## src/rtl/membus_pkg.sv

```systemverilog
package membus_pkg;

    localparam int NREG  = 6;
    localparam int DW    = 16;
    localparam int VIDXW = 4;

    typedef enum logic [2:0] {
        RG_SFR   = 3'd0,
        RG_PER8  = 3'd1,
        RG_PER16 = 3'd2,
        RG_RAM   = 3'd3,
        RG_BOOT  = 3'd4,
        RG_FLASH = 3'd5,
        RG_NONE  = 3'd6
    } region_e;

    typedef struct packed {
        logic    grant;
        logic    narrow;
        logic    lane_hi;
        logic    byte_acc;
        region_e rg;
    } route_t;

    typedef struct packed {
        logic             rvalid;
        logic             e_unmap;
        logic             e_mis;
        logic             e_width;
        logic             e_wprot;
        logic             vec;
        logic [VIDXW-1:0] vidx;
    } flags_t;

    function automatic region_e classify(input logic [15:0] a,
                                         input logic [15:0] ram_last,
                                         input logic [15:0] flash_base);
        if (a <= 16'h000F)                    return RG_SFR;
        if (a <= 16'h00FF)                    return RG_PER8;
        if (a <= 16'h01FF)                    return RG_PER16;
        if (a <= ram_last)                    return RG_RAM;
        if (a >= 16'h0C00 && a <= 16'h0FFF)   return RG_BOOT;
        if (a >= flash_base)                  return RG_FLASH;
        return RG_NONE;
    endfunction

    function automatic logic is_narrow(input region_e r);
        return (r == RG_SFR) || (r == RG_PER8);
    endfunction

endpackage

```

## src/rtl/membus_decode.sv

```systemverilog
module membus_decode
    import membus_pkg::*;
#(
    parameter int          RAM_BYTES  = 512,
    parameter logic [15:0] FLASH_BASE = 16'hC000
) (
    input  logic            req,
    input  logic            we,
    input  logic            byte_acc,
    input  logic [15:0]     addr,
    output route_t          route,
    output flags_t          flags,
    output logic [15:0]     addr_al,
    output logic [NREG-1:0] sel
);
    localparam logic [15:0] RAM_LAST = 16'(32'h0200 + RAM_BYTES - 1);

    region_e rg;
    logic    rej_width, rej_prot;

    always_comb begin
        rg        = classify(addr, RAM_LAST, FLASH_BASE);
        rej_width = (rg == RG_PER16) && byte_acc;
        rej_prot  = (rg == RG_BOOT) && we;

        route.rg       = rg;
        route.byte_acc = byte_acc;
        route.lane_hi  = byte_acc && addr[0];
        route.narrow   = is_narrow(rg) && !byte_acc;
        route.grant    = req && (rg != RG_NONE) && !rej_width && !rej_prot;

        addr_al = byte_acc ? addr : {addr[15:1], 1'b0};

        flags.rvalid  = req && !we;
        flags.e_unmap = req && (rg == RG_NONE);
        flags.e_mis   = req && !byte_acc && addr[0];
        flags.e_width = req && rej_width;
        flags.e_wprot = req && rej_prot;
        flags.vec     = req && !we && (addr[15:5] == 11'h7FF);
        flags.vidx    = flags.vec ? addr[4:1] : '0;
    end

    for (genvar i = 0; i < NREG; i++) begin : g_sel
        assign sel[i] = route.grant && (rg == region_e'(i));
    end

endmodule

```

## src/rtl/membus_lanes.sv

```systemverilog
module membus_lanes
    import membus_pkg::*;
(
    input  route_t        route,
    input  logic [DW-1:0] wdata,
    input  logic [DW-1:0] raw,
    output logic [1:0]    ben,
    output logic [DW-1:0] wdata_o,
    output logic [DW-1:0] rd_o
);
    always_comb begin
        if (!route.grant) begin
            ben     = 2'b00;
            wdata_o = wdata;
            rd_o    = '0;
        end else if (route.byte_acc) begin
            ben     = route.lane_hi ? 2'b10 : 2'b01;
            wdata_o = {wdata[7:0], wdata[7:0]};
            rd_o    = {8'h00, route.lane_hi ? raw[15:8] : raw[7:0]};
        end else if (route.narrow) begin
            ben     = 2'b01;
            wdata_o = {8'h00, wdata[7:0]};
            rd_o    = {8'h00, raw[7:0]};
        end else begin
            ben     = 2'b11;
            wdata_o = wdata;
            rd_o    = raw;
        end
    end
endmodule

```

## src/rtl/membus_router.sv

```systemverilog
module membus_router
    import membus_pkg::*;
#(
    parameter int          RAM_BYTES  = 512,
    parameter logic [15:0] FLASH_BASE = 16'hC000
) (
    input  logic                 clk,
    input  logic                 rst,
    input  logic                 cpu_req,
    input  logic                 cpu_we,
    input  logic                 cpu_byte,
    input  logic [15:0]          cpu_addr,
    input  logic [15:0]          cpu_wdata,
    output logic [15:0]          cpu_rdata,
    output logic                 cpu_rvalid,
    output logic                 err_unmapped,
    output logic                 err_misalign,
    output logic                 err_width,
    output logic                 err_wprot,
    output logic                 vec_hit,
    output logic [3:0]           vec_idx,
    output logic [NREG-1:0]      reg_sel,
    output logic                 reg_we,
    output logic [15:0]          reg_addr,
    output logic [1:0]           reg_ben,
    output logic [15:0]          reg_wdata,
    input  logic [NREG*DW-1:0]   reg_rdata
);
    route_t        route;
    flags_t        flags, flags_q;
    logic [DW-1:0] raw, shaped, rdata_q;

    membus_decode #(.RAM_BYTES(RAM_BYTES), .FLASH_BASE(FLASH_BASE)) u_dec (
        .req      (cpu_req),
        .we       (cpu_we),
        .byte_acc (cpu_byte),
        .addr     (cpu_addr),
        .route    (route),
        .flags    (flags),
        .addr_al  (reg_addr),
        .sel      (reg_sel)
    );

    always_comb begin
        raw = '0;
        for (int i = 0; i < NREG; i++)
            if (reg_sel[i]) raw = raw | reg_rdata[i*DW +: DW];
    end

    membus_lanes u_lanes (
        .route   (route),
        .wdata   (cpu_wdata),
        .raw     (raw),
        .ben     (reg_ben),
        .wdata_o (reg_wdata),
        .rd_o    (shaped)
    );

    assign reg_we = cpu_we && route.grant;

    always_ff @(posedge clk) begin
        if (rst) begin
            flags_q <= '0;
            rdata_q <= '0;
        end else begin
            flags_q <= flags;
            rdata_q <= flags.rvalid ? shaped : '0;
        end
    end

    assign cpu_rdata    = rdata_q;
    assign cpu_rvalid   = flags_q.rvalid;
    assign err_unmapped = flags_q.e_unmap;
    assign err_misalign = flags_q.e_mis;
    assign err_width    = flags_q.e_width;
    assign err_wprot    = flags_q.e_wprot;
    assign vec_hit      = flags_q.vec;
    assign vec_idx      = flags_q.vidx;

endmodule

```

## config.mk

```make
export PLATFORM = sky130hd
export DESIGN_NAME = membus_router
export DESIGN_NICKNAME = d
export VERILOG_FILES = /design/src/rtl/membus_pkg.sv /design/src/rtl/membus_decode.sv /design/src/rtl/membus_lanes.sv /design/src/rtl/membus_router.sv
export SDC_FILE = /design/constraint.sdc
export NUM_CORES = 1
export LEC_CHECK = 0
export ABC_AREA = 1
export ABC_CLOCK_PERIOD_IN_PS = 3800
export BUFFER_PORTS_ARGS = -buffer_cell sky130_fd_sc_hd__buf_2
export CORE_MARGIN = 2
export CORE_UTILIZATION = 41
export DETAILED_ROUTE_END_ITERATION = 6
export PLACE_DENSITY = 0.93
export SETUP_SLACK_MARGIN = 0.5
export SLEW_MARGIN = 10
export SYNTH_ARGS = -nofsm -noshare
export SYNTH_HDL_FRONTEND = slang
export SYNTH_SLANG_ARGS = --single-unit
```

## constraint.sdc

```tcl
create_clock -name clk -period 3.8 [get_ports clk]
set_input_delay 0.76 -clock clk [delete_from_list [all_inputs] [get_ports clk]]
set_output_delay 0.76 -clock clk [all_outputs]
set_load 0.02 [all_outputs]
```

==> results of run 1 <==
## flip-flops by register name, indices dropped and copies added, names as in the netlist
register	count
cpu_rvalid	1
err_misalign	1
cpu_rdata	16
err_width	1
vec_idx	4
err_wprot	1
vec_hit	1
err_unmapped	1
## layer usage
metal / GRT usage / part of all wire / vias to the layer above
met5: 0 / 0 / -
met4: 0.06964 / 0.016 / 0
met3: 0.01882 / 0.083 / 14
met2: 0.4704 / 0.49 / 186
met1: 0.3381 / 0.41 / 1333
li1: - / - / 1505
## worst min-delay path: cells and delay by family
family                 cells  cell delay [ns]
buffers and inverters      2             0.14
and+or+nand+nor            1             0.03
## stage by stage
stage          std cells  area (µm²)
2_1_floorplan        351        2193
3_3_place_gp         582        3022
3_5_place_dp         582        3022
4_1_cts              585        3063
5_1_grt              585        3067
6_report             585        3067
## layout by cell type, fill, tap and decap left out
cell type  count
buf_2        199
nand3_1      131
nor2_1        48
nand2_1       27
dfxtp_1       26
inv_1         18
nor3_1        11
nand4_1        9
o21bai_1       8
inv_2          6
nor2_2         5
nor2_4         4
nand3_2        4
o21ai_1        4
o21ai_0        4
buf_4          4
clkbuf_8       3
nand2_2        2
nor4_2         1
buf_6          1
## logic make-up (layout without fill, tap and decap cells)
group / after synthesis / in the layout / synth area share
buf+inv: 67 / 231 / 0.1746
compound gates: 16 / 16 / 0.04564
flops: 26 / 26 / 0.2373
simple gates: 242 / 242 / 0.5425
## worst min path at each step
stage           startpoint         end  slack (ns)  depth (start not counted)
2_1_floorplan       cpu_we  cpu_rvalid        0.85                          1
3_3_place_gp   cpu_addr[1]  vec_idx[0]        0.98                          3
3_5_place_dp   cpu_addr[3]  vec_idx[2]         1.0                          3
4_1_cts        cpu_addr[2]  vec_idx[1]        0.71                          3
5_1_grt        cpu_addr[2]  vec_idx[1]        0.71                          3
6_report       cpu_addr[3]  vec_idx[2]        0.71                          3
## cell usage after synthesis (all sizes together)
cell type and n:
nor2 57, buf 38, nor4 1, nand2 29
nor3 11, nand4 9, clkbuf 5, inv 24
nand3 135, o21ai 8, o21bai 8, dfxtp 26
## report_power, final
part           internal (µW)  total, µW  leakage, µW  switching (µW)
Sequential               274        274     0.000210           0.435
Combinational           82.0        201      0.00148             119
Clock                   70.9        152    0.0000216            81.5
Total                    427        628      0.00171             201
## cell type report
type | count | area (µm²)
multi-input combinational | 258 | 1290
timing repair buffer | 204 | 1037
inverter | 24 | 90.09
clock buffer | 3 | 41.29
sequential | 26 | 520.5
fill | 528 | 2073
tap | 70 | 87.58
## what timing repair did
item / in CTS / in global routing
resized for setup: 0 / 1
endpoints found under the setup margin: 0 / 4
hold buffers: 0 / 0
endpoints found under the hold margin: 0 / 0
==> metrics.md, run 1 <==
| Metric | Value |
|---|---|
| Status | completed |
| Die Wd | 77.14 µm |
| Max Root-Sink Buffers | 2 |
| Top delay family on crit path | simple AND/OR/NAND/NOR gates |
| Clock buffer count from CTS | 3 |
| Flops & latches, synth | 26 |
| Stages on worst setup path | 8 |
| DIE AREA | approximately 0.006 mm² |
| DRT Pass-1 Iters | 5 |
| Postcts setup bufs | 0 |
| Final period util | 0.8148 |
| Final setup TNS | 0 ns |
| Worst setup path class | in -> out |
| P_leak | around 0.0017 µW |
| Hold WS | 0.7124 ns |
| DRT Wirelength | 8320 µm |
| Antenna violations before repair | 0 |
| Rows | 26 |
| Final setup viols | 0 |
| Max-cap violations | 0 |
| # H-tree levels | 1 |
| Wire per inst | ~14 µm |
| GRT Total Usage | 0.2626 |
| Crit path max fanout | 18 |
| Die extent in y | roughly 77 µm |
| Post-synthesis area per instance | between 6 and 7 µm² |
| Cell Area, Synth | ~0.0022 mm² |
| Power Total | around 630 µW |
| DR iter-0 viols | roughly 190 |
| Area growth syn-to-layout | 39.82% |
| Worst slew margin | 0.4799 |
| Initial Utilization | 0.4267 |
| Final core utilization | 0.5966 |
| Vias per cell | slightly above 5 |
| Worst setup path end | reg_wdata[12] |
| Ys Warns | 0 |
| Place WS | slightly below 0.7 ns |
| Fin crit period | just over 3 ns |
| Core Area | 0.005140 mm² |
| Slew @ Worst Pin | 0.7794 ns |
| Hold crit path type | in -> reg |
| Via count | a little over 3,000 |
| Synthesized net count | 484 |
| # diodes | 0 |
| Yosys cell types | 20 |
| Mapped Cells | roughly 350 |
| DP Wirelength | around 6600 µm |
| Drt drc | 0 |
| Worst Setup End Kind | output pin |
| Register area share after synthesis | 0.2373 |
| Setup ws final | between 0.7 and 0.8 ns |
| CTS tree | yes |
| Top cell type's share of synthesized area | 0.2989 |
| Nets | 650 |
| Clk slew on worst S/H paths | 0.08 ns |
| Clk sinks | 26 |
| Post-DRT Antenna Nets | 0 |
| Power Density | approximately 200 mW/mm² |
| Synth area leader | nand3_1 |
| Cells along the critical path | buf_2, inv_2, nand3_1, nor2_2, nor2_1, o21ai_0, nand2_1, buf_2 |
| Buf/Inv on CP | 3 |
| Slowest-stage cell, CP | nor2_1 |
| CP peak stage delay | a little over 0.5 ns |
| WP data arrival | about 2.3 ns |
| Vias in the first global route | 2,725 |
| RSZ-0062 raised after global routing | no |
| Setup crit start | cpu_addr[9] |
| Clock Tree Root | clkbuf_8 |
| Global-route wire length before repair | between 10,000 and 15,000 µm |
| Fin. Hold Viols | 0 |
| I/O Buffers | slightly below 200 |
| Synth top area cells | nand3_1 30%, dfxtp_1 24%, buf_4 8.9% |
| Peak Freq | 323.0 MHz |
| I/O pin count | 200 |
| CP Launch Type | input port |
| Slew Viols, Final | 0 |
| CP most frequent cell | buf_2 |
| Gp weighted congestion | 0.9239 |
| Largest net degree at the start of global routing | 40 |
| GRT overflow | 0 |
| Peak supply drop | 106.6 µV |
| WP data required | slightly above 3 ns |
| Share of cells above drive strength 1 | 0.4447 |
Power figures use the tool's default switching activity.
==> run 2: changes to the inputs <==
--- a/config.mk
+++ b/config.mk
@@ -6,12 +6,12 @@
 export NUM_CORES = 1
 export LEC_CHECK = 0
 export ABC_AREA = 1
-export ABC_CLOCK_PERIOD_IN_PS = 3800
+export ABC_CLOCK_PERIOD_IN_PS = 2900
 export BUFFER_PORTS_ARGS = -buffer_cell sky130_fd_sc_hd__buf_2
 export CORE_MARGIN = 2
-export CORE_UTILIZATION = 41
+export CORE_UTILIZATION = 38
 export DETAILED_ROUTE_END_ITERATION = 6
-export PLACE_DENSITY = 0.93
+export PLACE_DENSITY = 0.88
 export SETUP_SLACK_MARGIN = 0.5
 export SLEW_MARGIN = 10
 export SYNTH_ARGS = -nofsm -noshare
==> constraint.sdc (replaced) <==
create_clock -name clk -period 2.9 [get_ports clk]
set_input_delay 0.58 -clock clk [delete_from_list [all_inputs] [get_ports clk]]
set_output_delay 0.58 -clock clk [all_outputs]
set_load 0.02 [all_outputs]
==> metrics.md, run 2 (synthesized netlist as in run 1, its figures left out) <==
| Metric | Value |
|---|---|
| Status | completed |
| Antenna violations before repair | 0 |
| I/O pin count | 200 |
| Core Area | roughly 0.0055 mm² |
| CP peak stage delay | between 0.15 and 0.2 ns |
| DRT Pass-1 Iters | 5 |
| WP data arrival | ~1.8 ns |
| DP Wirelength | 6676 µm |
| # H-tree levels | 1 |
| Final setup TNS | 0 ns |
| Most common cell after layout, fill and taps aside | buf_2 |
| # diodes | 0 |
| Crit path max fanout | 10 |
| Max Root-Sink Buffers | 2 |
| Drt drc | 0 |
| DR iter-0 viols | approximately 180 |
| Power Density | 262.5 mW/mm² |
| Clk pwr share | 0.236 |
| WP data required | ~2.3 ns |
| Slowest-stage cell, CP | nor2_4 |
| Final core utilization | 0.5666 |
| DRT Wirelength | between 8000 and 9000 µm |
| Nets | 653 |
| Gp weighted congestion | 0.9111 |
| Max-cap violations | 0 |
| Clk slew on worst S/H paths | about 0.080 ns |
| Global-route wire length before repair | between 10,000 and 15,000 µm |
| RSZ-0062 raised after global routing | yes |
| Fin crit period | ~2.4 ns |
| Die Wd | 79.98 µm |
| Max FFs per register | 16 |
| Peak Freq | around 420 MHz |
| Rows | 27 |
| Sequential power share | 0.436 |
| Slew Viols, Final | 0 |
| GRT Total Usage | 0.2405 |
| Net Sw Power | approximately 260 µW |
| Largest net degree at the start of global routing | 40 |
| Via count | 3,089 |
| Peak supply drop | 139.6 µV |
| P_leak | 0.001737 µW |
| Logic gate share of total power | 0.328 |
| Switch share | 0.3173 |
| Cells along the critical path | buf_2, nand2_2, inv_2, nand3_2, inv_2, nand2_1, nand2_2, nor2_4, buf_6, nand3_1, nand2_1, buf_2 |
| Worst Setup End Kind | output pin |
| CTS tree | yes |
| Wire per inst | 14.17 µm |
| Final period util | 0.8193 |
| Hold crit path type | in -> reg |
| Commonest cells after routing, fill and taps aside | 196 x buf_2, 131 x nand3_1, 46 x nor2_1 |
| Share of cells above drive strength 1 | 0.4614 |
| Clock buffer count from CTS | 3 |
| Worst slew margin | 0.5523 |
| GRT overflow | 0 |
| Initial Utilization | 0.3959 |
| Area growth syn-to-layout | 43.13% |
| Vias per cell | ~5.2 |
| Fin. Hold Viols | 0 |
| I/O Buffers | around 200 |
| Die extent in y | around 80 µm |
| Post-DRT Antenna Nets | 0 |
| P_int | about 560 µW |
| Clk sinks | 26 |
| Final setup viols | 0 |
| CP Launch Type | input port |
| Hold buffers post-CTS | 0 |
| DIE AREA | around 0.0064 mm² |
| Vias in the first global route | 2,656 |
| Worst setup path class | in -> out |
| Power Total | slightly above 800 µW |
| Slew @ Worst Pin | ~0.67 ns |
| # fillers | ~560 |
| Clock Tree Root | clkbuf_8 |
run 2: cell count changes in the layout (fill, tap and decap cells not counted), moves of 2 or more:
cell     previous run  this run
nand2_1            27        25
buf_4               4        10
nor3_1             11         9
o21ai_0             4         1
nor2_1             48        46
buf_2             199       196
o21ai_1             4         6
nand2_2             2         4
run 2: metal layers:
layer  wire length, µm  vias up  track usage
li1                  -     1506            -
met1              3330     1395       0.2998
met2              4193      178       0.4417
met3               732       10      0.02489
met4               102        0      0.05254
met5                 0        -            0
run 2: cell type report:
type,count,area [µm²],share of cell area
Sequential cell,26,520.5,0.1658
Tap cell,72,90.09,0.02870
Multi-Input combinational cell,258,1325,0.4221
Inverter,24,95.09,0.03029
Clock buffer,3,41.29,0.01315
Timing Repair Buffer,207,1067,0.3400
run 2: final timing paths:
| check | slack [ns] | end | cells after the start | from |
|---|---|---|---|---|
| hold / removal | 0.53 | vec_idx[2] | 3 | cpu_addr[3] |
| setup / recovery | 0.52 | reg_wdata[9] | 12 | cpu_addr[11] |
run 2: what timing repair did:
| action | CTS | global route |
|---|---|---|
| pin swaps | 1 | 1 |
| gates resized for setup | 4 | 12 |
| endpoints found under the setup margin | 14 | 12 |
| buffers inserted | 1 | 0 |
run 2: power by group through the flow:
stage	registers (µW)	logic, µW	clock network (µW)
after floorplan	370	141	0
final	359	270	195
after CTS	359	265	199
after global placement	368	257	0
after global routing	359	293	211
after detailed placement	368	261	0
run 2: critical path, delay by kind of cell:
kind,cells,cell delay (ns)
buffers and inverters,5,0.54
AND/OR/NAND/NOR,7,0.68
run 2: stage by stage:
| stage | worst slack [ns] | std cells | hold WS [ns] | area [µm²] |
|---|---|---|---|---|
| global placement | 0.3913 | 586 | 0.8070 | 3049 |
| CTS | 0.5220 | 590 | 0.5271 | 3109 |
| floorplan | 0.5265 | 351 | 0.6705 | 2203 |
| finish | 0.5239 | 590 | 0.5301 | 3139 |
| global route | 0.4176 | 590 | 0.5401 | 3139 |
| detailed placement | 0.3003 | 586 | 0.8079 | 3049 |
==> run 3: changes to the inputs <==
--- a/config.mk
+++ b/config.mk
@@ -6,7 +6,7 @@
 export NUM_CORES = 1
 export LEC_CHECK = 0
 export ABC_AREA = 1
-export ABC_CLOCK_PERIOD_IN_PS = 2900
+export ABC_CLOCK_PERIOD_IN_PS = 2410
 export BUFFER_PORTS_ARGS = -buffer_cell sky130_fd_sc_hd__buf_2
 export CORE_MARGIN = 2
 export CORE_UTILIZATION = 38
==> constraint.sdc (replaced) <==
create_clock -name clk -period 2.41 [get_ports clk]
set_input_delay 0.482 -clock clk [delete_from_list [all_inputs] [get_ports clk]]
set_output_delay 0.482 -clock clk [all_outputs]
set_load 0.02 [all_outputs]
==> metrics.md, run 3 (synthesized netlist as in run 1, its figures left out) <==
| Metric | Value |
|---|---|
| Final setup viols | 0 |
| Setup ws final | approximately 0.094 ns |
| Hold WS | 0.4131 ns |
| Reg area | 520.5 µm² |
| Met3 WL | between 700 and 800 µm |
| Place WS | about 0.024 ns |
| Vias in the first global route | 2,853 |
| # fillers | 487 |
| Worst Setup End Kind | output pin |
| Wire per inst | ~16 µm |
| Post-DRT Antenna Nets | 0 |
| Fin crit period | approximately 2.3 ns |
| Hold buffers post-CTS | 0 |
| Power Density | ~330 mW/mm² |
| RSZ-0062 raised after global routing | yes |
| Max-cap violations | 0 |
| Rows | 27 |
| WP data required | a little under 2 ns |
| Via count | approximately 3,200 |
| Clk sinks | 26 |
| Max Root-Sink Buffers | 2 |
| Top delay family on crit path | simple AND/OR/NAND/NOR gates |
| DRT Wirelength | 9723 µm |
| Nets | ~670 |
| Max Used Layer | met4 |
| Worst slew margin | 0.5971 |
| Area growth syn-to-layout | 67.71% |
| Die Wd | ~80 µm |
| Hold crit path type | in -> reg |
| P_leak | approximately 0.0019 µW |
| Core Area | about 0.0055 mm² |
| I/O Buffers | roughly 200 |
| CP Launch Type | input port |
| Drt drc | 0 |
| Die extent in y | 79.98 µm |
| Met1 wire length | roughly 3600 µm |
| DP Wirelength | between 7000 and 8000 µm |
| Share of cells above drive strength 1 | 0.5624 |
| Initial Utilization | 0.3959 |
| Buf/Inv on CP | 3 |
| Final setup TNS | 0 ns |
| Max FFs per register | 16 |
| Power Total | approximately 1200 µW |
| Clock buffer count from CTS | 3 |
| # H-tree levels | 1 |
| Gp weighted congestion | approximately 0.95 |
| Status | completed |
| Cells along the critical path | buf_8, nor2_4, nand3_4, nand3_4, nand2_4, nor2_4, clkinv_4, o21ai_1, nand2_2, buf_2 |
| Slew Viols, Final | 0 |
| Worst setup path class | in -> out |
| Crit path max fanout | 7 |
| CP peak stage delay | 0.25 ns |
| WP data arrival | around 1.8 ns |
| Slowest-stage cell, CP | nor2_4 |
| DR WL met2 | slightly above 5000 µm |
| Global-route wire length before repair | around 13,000 µm |
| DIE AREA | 0.006396 mm² |
| Multi-input gate area | approximately 0.0015 mm² |
| DRT Pass-1 Iters | 4 |
| Largest net degree at the start of global routing | 32 |
| GRT overflow | 0 |
| Peak supply drop | 215.0 µV |
| Fin. Hold Viols | 0 |
| Antenna violations before repair | 0 |
| Slew @ Worst Pin | slightly above 0.6 ns |
| CTS tree | yes |
| Most common cell after layout, fill and taps aside | buf_2 |
| DR iter-0 viols | 114 |
| Commonest cells after routing, fill and taps aside | 180 x buf_2, 125 x nand3_1, 37 x nor2_1 |
| I/O pin count | 200 |
| Final period util | 0.9608 |
| Clk slew on worst S/H paths | ~0.11 ns |
| Clock Tree Root | clkbuf_8 |
| GRT Total Usage | 0.2688 |
| Vias per cell | 5.297 |
| # diodes | 0 |
| Peak Freq | ~430 MHz |
==> run 3: cell types whose count changed in the layout (fill, tap and decap cells not counted), sizes merged <==
cell      previous run  this run
buf                207       224
bufinv               0         1
clkinv               0         1
clkinvlp             0         1
inv                 24        23
==> run 3: worst paths after layout <==
path | from | cells past startpoint | slack (ns) | endpoint
hold / removal | cpu_addr[3] | 3 | 0.41 | vec_idx[2]
setup / recovery | cpu_addr[13] | 10 | 0.09 | reg_wdata[13]
==> run 3: cell type report <==
cell class                      count  share of cell area
Clock buffer                        3             0.01122
Inverter                           24             0.02823
Multi-Input combinational cell    258              0.4194
Timing Repair inverter              1            0.001701
Tap cell                           72             0.02449
Timing Repair Buffer              224              0.3653
Clock inverter                      1            0.008163
Sequential cell                    26              0.1415
==> run 3: repair_timing <==
item                       4_1_cts  5_1_grt
cloned                           1        0
setup buffers                    9        5
pin swaps                       14        8
resized for setup               55       30
setup endpoints to repair       23       33
==> run 3: per-layer routing <==
metal / global-route usage / vias up
li1: - / 1550
met1: 0.2936 / 1474
met2: 0.5108 / 184
met3: 0.03846 / 18
met4: 0.1102 / 0
met5: 0 / -
==> run 3: per-stage QoR <==
| stage | area (µm²) | cells | utilization |
|---|---|---|---|
| 3_5_place_dp | 3187 | 590 | 0.5752 |
| 6_report | 3679 | 609 | 0.6640 |
| 2_1_floorplan | 2318 | 351 | - |
| 4_1_cts | 3508 | 604 | 0.6332 |
| 5_1_grt | 3679 | 609 | 0.6640 |
| 3_3_place_gp | 3187 | 590 | 0.5752 |
==> run 3: where the power goes <==
group          internal (µW)  total [µW]  switching [µW]  leakage [µW]
sequential               432         433           0.877      0.000210
combinational            174         396             222       0.00166
clock                    222         367             145     0.0000357
total                    828        1200             368       0.00191
